$ cat config.mk
export PLATFORM = sky130hd
export DESIGN_NAME = net_irq_aggregator
export DESIGN_NICKNAME = d
export VERILOG_FILES = /design/src/rtl/net_irq_pkg.sv /design/src/rtl/nia_slot_decoder.sv /design/src/rtl/nia_status_word.sv /design/src/rtl/nia_irq_combine.sv /design/src/rtl/net_irq_aggregator.sv
export SDC_FILE = /design/constraint.sdc
export NUM_CORES = 1
export LEC_CHECK = 0
export ABC_AREA = 1
export CAP_MARGIN = 20
export CELL_PAD_IN_SITES_DETAIL_PLACEMENT = 1
export CELL_PAD_IN_SITES_GLOBAL_PLACEMENT = 2
export CORE_AREA = 2 2 96 98
export CTS_CLUSTER_DIAMETER = 50
export DETAILED_ROUTE_END_ITERATION = 16
export DIE_AREA = 0 0 98 100
export PLACE_DENSITY_LB_ADDON = 0.08
export REMOVE_ABC_BUFFERS = 1
export SYNTH_ARGS = -nofsm -noshare
export SYNTH_HDL_FRONTEND = slang
export SYNTH_SLANG_ARGS = --single-unit
$ cat constraint.sdc
create_clock -name clk -period 7.77 [get_ports clk]
set_input_delay 1.1655 -clock clk [delete_from_list [all_inputs] [get_ports clk]]
set_output_delay 1.1655 -clock clk [all_outputs]
set_load 0.01 [all_outputs]
$ cat src/rtl/net_irq_pkg.sv
package net_irq_pkg;

   // Word index assigned to a slot: slot 0 alone in word 0, all others in word 1.
   function automatic int slot_word(input int slot);
      return (slot == 0) ? 0 : 1;
   endfunction

   // First bit of a slot's field inside its word.
   function automatic int slot_base(input int slot, input int field_w);
      return (slot == 0) ? 0 : (slot - 1) * field_w;
   endfunction

endpackage

$ cat src/rtl/nia_slot_decoder.sv
module nia_slot_decoder #(
   parameter int SLOT_W    = 3,
   parameter int PORT_W    = 4,
   parameter int WORD_W    = 16,
   parameter int FIELD_W   = 4,
   parameter int NUM_SLOTS = 5,
   parameter int NUM_WORDS = 2
) (
   input  logic                 clk,
   input  logic                 rst_n,
   input  logic                 vld,
   input  logic [SLOT_W-1:0]    slot,
   input  logic [PORT_W-1:0]    port,
   output logic [NUM_WORDS-1:0] word_hit,
   output logic [WORD_W-1:0]    bit_mask
);
   import net_irq_pkg::*;

   int idx;
   int wsel;

   always_comb begin
      word_hit = '0;
      bit_mask = '0;
      idx      = slot_base(int'(slot), FIELD_W) + int'(port);
      wsel     = slot_word(int'(slot));
      if (vld && (int'(slot) < NUM_SLOTS) && (idx < WORD_W) && (wsel < NUM_WORDS)) begin
         word_hit[wsel] = 1'b1;
         bit_mask[idx]  = 1'b1;
      end
   end

   // one event touches at most one word and at most one bit
   assert_single_target_R4: assert property (@(posedge clk) disable iff (!rst_n)
      $onehot0(word_hit) && $onehot0(bit_mask));

   // a slot number beyond the table reaches no word
   assert_bad_slot_R8: assert property (@(posedge clk) disable iff (!rst_n)
      (vld && int'(slot) >= NUM_SLOTS) |-> (word_hit == '0));

endmodule

$ cat src/rtl/nia_status_word.sv
module nia_status_word #(
   parameter int WORD_W = 16
) (
   input  logic              clk,
   input  logic              rst_n,
   input  logic [WORD_W-1:0] low_mask,
   input  logic [WORD_W-1:0] high_mask,
   output logic [WORD_W-1:0] word_q
);

   always_ff @(posedge clk) begin
      if (!rst_n) word_q <= '1;
      else        word_q <= (word_q | high_mask) & ~low_mask;
   end

   // a raised bit is low one cycle later
   assert_raise_low_R2: assert property (@(posedge clk) disable iff (!rst_n)
      (low_mask != '0) |=> ((word_q & $past(low_mask)) == '0));

   // a dropped bit that is not raised at the same time is high one cycle later
   assert_drop_high_R3: assert property (@(posedge clk) disable iff (!rst_n)
      ((high_mask & ~low_mask) != '0) |=>
         ((word_q & $past(high_mask & ~low_mask)) == $past(high_mask & ~low_mask)));

   // without an event the word keeps its value
   assert_quiet_hold_R9: assert property (@(posedge clk) disable iff (!rst_n)
      ((low_mask | high_mask) == '0) |=> $stable(word_q));

endmodule

$ cat src/rtl/nia_irq_combine.sv
module nia_irq_combine #(
   parameter int WORD_W    = 16,
   parameter int NUM_WORDS = 2
) (
   input  logic [NUM_WORDS*WORD_W-1:0] words_flat,
   output logic                        irq
);
   logic [NUM_WORDS-1:0] pend;

   for (genvar w = 0; w < NUM_WORDS; w++) begin : g_pend
      assign pend[w] = ~(&words_flat[w*WORD_W +: WORD_W]);
   end

   assign irq = |pend;

endmodule

$ cat src/rtl/net_irq_aggregator.sv
module net_irq_aggregator #(
   parameter int SLOT_W    = 3,
   parameter int PORT_W    = 4,
   parameter int WORD_W    = 16,
   parameter int FIELD_W   = 4,
   parameter int NUM_SLOTS = 5,
   parameter int ADDR_W    = 8,
   parameter int BASE_OFF  = 32,
   parameter int RD_STRIDE = 2
) (
   input  logic              clk,
   input  logic              rst_n,
   input  logic              raise_vld,
   input  logic [SLOT_W-1:0] raise_slot,
   input  logic [PORT_W-1:0] raise_port,
   input  logic              drop_vld,
   input  logic [SLOT_W-1:0] drop_slot,
   input  logic [PORT_W-1:0] drop_port,
   input  logic [ADDR_W-1:0] rd_addr,
   output logic [WORD_W-1:0] rd_data,
   output logic              irq
);
   localparam int NUM_WORDS = 2;
   localparam int FLAT_W    = NUM_WORDS * WORD_W;

   // elaboration-time parameter checks
   if ((NUM_SLOTS - 1) * FIELD_W > WORD_W) begin : g_bad_fields
      $error("slot fields do not fit in a status word");
   end
   if (NUM_SLOTS > (1 << SLOT_W)) begin : g_bad_slot_w
      $error("slot number width too small for NUM_SLOTS");
   end
   if (BASE_OFF + RD_STRIDE * NUM_WORDS > (1 << ADDR_W)) begin : g_bad_addr
      $error("register offsets exceed the address width");
   end

   logic [NUM_WORDS-1:0] raise_hit, drop_hit;
   logic [WORD_W-1:0]    raise_mask, drop_mask;
   logic [FLAT_W-1:0]    words_flat;

   nia_slot_decoder #(
      .SLOT_W(SLOT_W), .PORT_W(PORT_W), .WORD_W(WORD_W), .FIELD_W(FIELD_W),
      .NUM_SLOTS(NUM_SLOTS), .NUM_WORDS(NUM_WORDS)
   ) raise_dec_i (
      .clk(clk), .rst_n(rst_n), .vld(raise_vld), .slot(raise_slot), .port(raise_port),
      .word_hit(raise_hit), .bit_mask(raise_mask)
   );

   nia_slot_decoder #(
      .SLOT_W(SLOT_W), .PORT_W(PORT_W), .WORD_W(WORD_W), .FIELD_W(FIELD_W),
      .NUM_SLOTS(NUM_SLOTS), .NUM_WORDS(NUM_WORDS)
   ) drop_dec_i (
      .clk(clk), .rst_n(rst_n), .vld(drop_vld), .slot(drop_slot), .port(drop_port),
      .word_hit(drop_hit), .bit_mask(drop_mask)
   );

   for (genvar w = 0; w < NUM_WORDS; w++) begin : g_word
      logic [WORD_W-1:0] lo_m, hi_m;
      assign lo_m = raise_hit[w] ? raise_mask : '0;
      assign hi_m = drop_hit[w]  ? drop_mask  : '0;

      nia_status_word #(.WORD_W(WORD_W)) word_i (
         .clk(clk), .rst_n(rst_n), .low_mask(lo_m), .high_mask(hi_m),
         .word_q(words_flat[w*WORD_W +: WORD_W])
      );
   end

   nia_irq_combine #(.WORD_W(WORD_W), .NUM_WORDS(NUM_WORDS)) irq_i (
      .words_flat(words_flat), .irq(irq)
   );

   always_comb begin
      rd_data = '0;
      for (int w = 0; w < NUM_WORDS; w++) begin
         if (rd_addr == ADDR_W'(BASE_OFF + RD_STRIDE * w))
            rd_data = words_flat[w*WORD_W +: WORD_W];
      end
   end

   // with both words idle the line is low
   assert_idle_no_irq_R5: assert property (@(posedge clk) disable iff (!rst_n)
      (words_flat == '1) |-> !irq);

   // an out-of-range raise alone leaves every word unchanged
   assert_ignore_bad_slot_R8: assert property (@(posedge clk) disable iff (!rst_n)
      (raise_vld && int'(raise_slot) >= NUM_SLOTS && !drop_vld) |=> $stable(words_flat));

   // a raise always leaves its word with a low bit, even with a drop in the same cycle
   assert_raise_wins_R7: assert property (@(posedge clk) disable iff (!rst_n)
      (raise_hit != '0) |=> irq);

endmodule

==> results_dict.tcl <==
set metrics [dict create \
    track_usage 0.182 \
    slew_headroom 0.493 \
    largest-register "g_word.word_i.word_q" \
    syn_avg_cell_area_um2 6.51 \
    start_util 0.298 \
    skew_ns 0 \
    hold_buffers 0 \
    ioPinCount 43 \
    powerDensity_nw_per_um2 116 \
    setup_viol 0 \
    drt_iter0_drc 60 \
    grt_max_degree 33 \
    synth_cell_types 33 \
    ctsHtreeMaxLevel 2 \
    area_growth_pct 25.9 \
    largest_reg_flops 32 \
    synth_area_leaders "dfxtp_1, nand2_1, inv_1, ha_1, nand4_1" \
    crit_top_cell "clkdlybuf4s50_1" \
    path_cells "clkdlybuf4s50_1 -> nor4b_2 -> nand3_1 -> o22ai_1 -> clkdlybuf4s50_1" \
    synth_adder_area_share 0.0954 \
    drc 0 \
    synth_top_family_by_area "simple AND/OR/NAND/NOR gates" \
    holdPathStages 4 \
    cts_resized 0 \
    diodes 0 \
    clock_path_buffers 2 \
    critPathRequiredTime_ns 6.60 \
    cts_root_buf "clkbuf_8" \
    fmax_mhz 211 \
    cts_tree "built" \
    drt.antenna.violating_nets 0 \
    placed_area_um2 3240 \
    seq_area_frac_synth 0.242 \
    io_buffer_count 42 \
    synth-main-ff-cell "dfxtp_1" \
    clkTransAtPathRegs_ns 0.06 \
    synthSimpleGateAreaFrac 0.415 \
    rsz0062_at_grt "no" \
    drive_above_1_share 0.0764 \
    synth-seq-cells 32 \
    top_regs "g_word.word_i.word_q: 32 flops" \
    period_minus_slack_ns 4.75 \
    cp-start-kind "input pin" \
    cts_sinks 32 \
    final_nets 515 \
    yosysMostFrequentCell "nand2_1" \
    hold_class "reg2reg" \
    hold_viol_final 0 \
    path_max_fanout 16 \
    maxCapViolCount 0 \
    synth_mux_area_frac 0 \
    dp_hpwl_um 6530 \
    wl_per_cell_um 14.4 \
    critPathMaxStageDelay_ns 0.60 \
    fp.dieArea_um2 9800 \
    status "finished, final reports clean" \
    place.gp.congestion 0.835 \
    die_h_um 100 \
    dr_total_vias 2784 \
    grt_pass1_wl_um 14300 \
    cts_buffers 5 \
    syn_area_um2 2650 \
    crit_path_end_kind "output port" \
    async_flop_share 0 \
    die_x_um 98 \
    synth_xor_area_frac 0.00331 \
    cts_setup_buffers 0 \
    synth_compound_area_frac 0.124 \
    finalCritPeriodShare 0.611 \
    antenna_found_initial 0 \
    drt_wl_total_um 8360 \
    vdd_ir_drop_max_mv 0.0556 \
    slowest_stage "clkdlybuf4s50_1" \
    yosysTopAreaCellShare 0.242 \
    grt_pass1_vias 2897 \
    dr.pass1.iters 4 \
    setup_tns_ns 0 \
    cp.arrival_ns 3.58 \
    yosys.area.top_type "dfxtp_1" \
    synth_common_cells "nand2_1, inv_1, nor2_1" \
    tightest_slew_ns 0.758 \
    leakagePower_nw 1.83 \
    grt_remaining_overflow 0 \
    synth_edf_count 0 \
    design_area_um2 3340 \
    core-area_um2 8890 \
    drv_slew 0 \
    row_count 35 \
    critPathKind "in2out" \
    ys_warn_count 0 \
    worstSkewPairLatency_ns 0.29 \
    reg2regPathDepth 3 \
    netlist_instances 407 \
    drt-vias-per-instance 4.78 \
]
-- metal layers --
| layer | vias to the layer above | part of all wire | GRT usage | wire [um] |
|---|---|---|---|---|
| met1 | 1306 | 0.45 | 0.222 | 3780 |
| met3 | 10 | 0.028 | 0.0292 | 230 |
| li1 | 1424 | - | - | - |
| met2 | 44 | 0.50 | 0.337 | 4220 |
| met4 | 0 | 0.015 | 0.0406 | 126 |
| met5 | - | 0 | 0 | 0 |
-- worst max-delay path, delay by kind of cell --
family / cells / cell delay [ns]
buffers and inverters: 2 / 1.01
AND/OR/NAND/NOR: 2 / 0.90
AO/OA/AOI/OAI: 1 / 0.49
-- cells by family after synthesis --
group	Yosys count
XOR/XNOR	1
AO/OA/AOI/OAI	53
other	2
buffers and inverters	76
AND/OR/NAND/NOR	224
flip-flops	32
adder cells (fa/ha/maj)	19
-- metrics by stage --
stage                     power, mW  hold WS (ns)  utilization  cells  setup slack, ns
after CTS                     0.387         0.566        0.375    582             3.04
after global routing          0.407         0.607        0.375    582             2.83
after global placement        0.248         0.545        0.365    574             3.08
after detailed placement      0.249         0.551        0.365    574             3.03
after floorplan               0.217         0.514            -    419             4.37
final                         0.385         0.561        0.375    582             3.02
-- cells in the final DEF, fill, tap and decap left out, types with 6 or more instances in the layout --
cell type and n:
inv_1 63, nand4_1 32, o21ai_1 6, clkbuf_8 6
conb_1 23, clkdlybuf4s50_1 42, o22ai_1 16, ha_1 17
nand3_1 6, nand2_1 120, o21bai_1 17, dfxtp_1 32
nor2_1 35, o21ai_0 10
-- report_power, final --
group,internal [mW],switching (mW)
sequential,0.164,0.00000236
combinational,0.0311,0.0516
clock,0.0720,0.0670
-- area by class of cell --
type / count / area, um^2
flip-flops and latches: 32 / 641
clock inverters: 1 / 7.51
inverters: 67 / 251
repair buffers: 44 / 435
well taps: 111 / 139
clock buffers: 7 / 86.3
multi-input cells: 320 / 1780
fillers: 1148 / 5550
-- final timing paths --
check                                               from  slack (ns)                                endpoint
setup / recovery                              rd_addr[4]        3.02                             rd_data[15]
hold / removal    g_word[1].word_i.word_q[12]$_SDFF_PN1_        0.56  g_word[1].word_i.word_q[12]$_SDFF_PN1_
setup reg to reg   g_word[0].word_i.word_q[2]$_SDFF_PN1_        7.02   g_word[0].word_i.word_q[2]$_SDFF_PN1_
hold reg to reg   g_word[1].word_i.word_q[12]$_SDFF_PN1_        0.56  g_word[1].word_i.word_q[12]$_SDFF_PN1_
(Power assumes the default switching activity.)
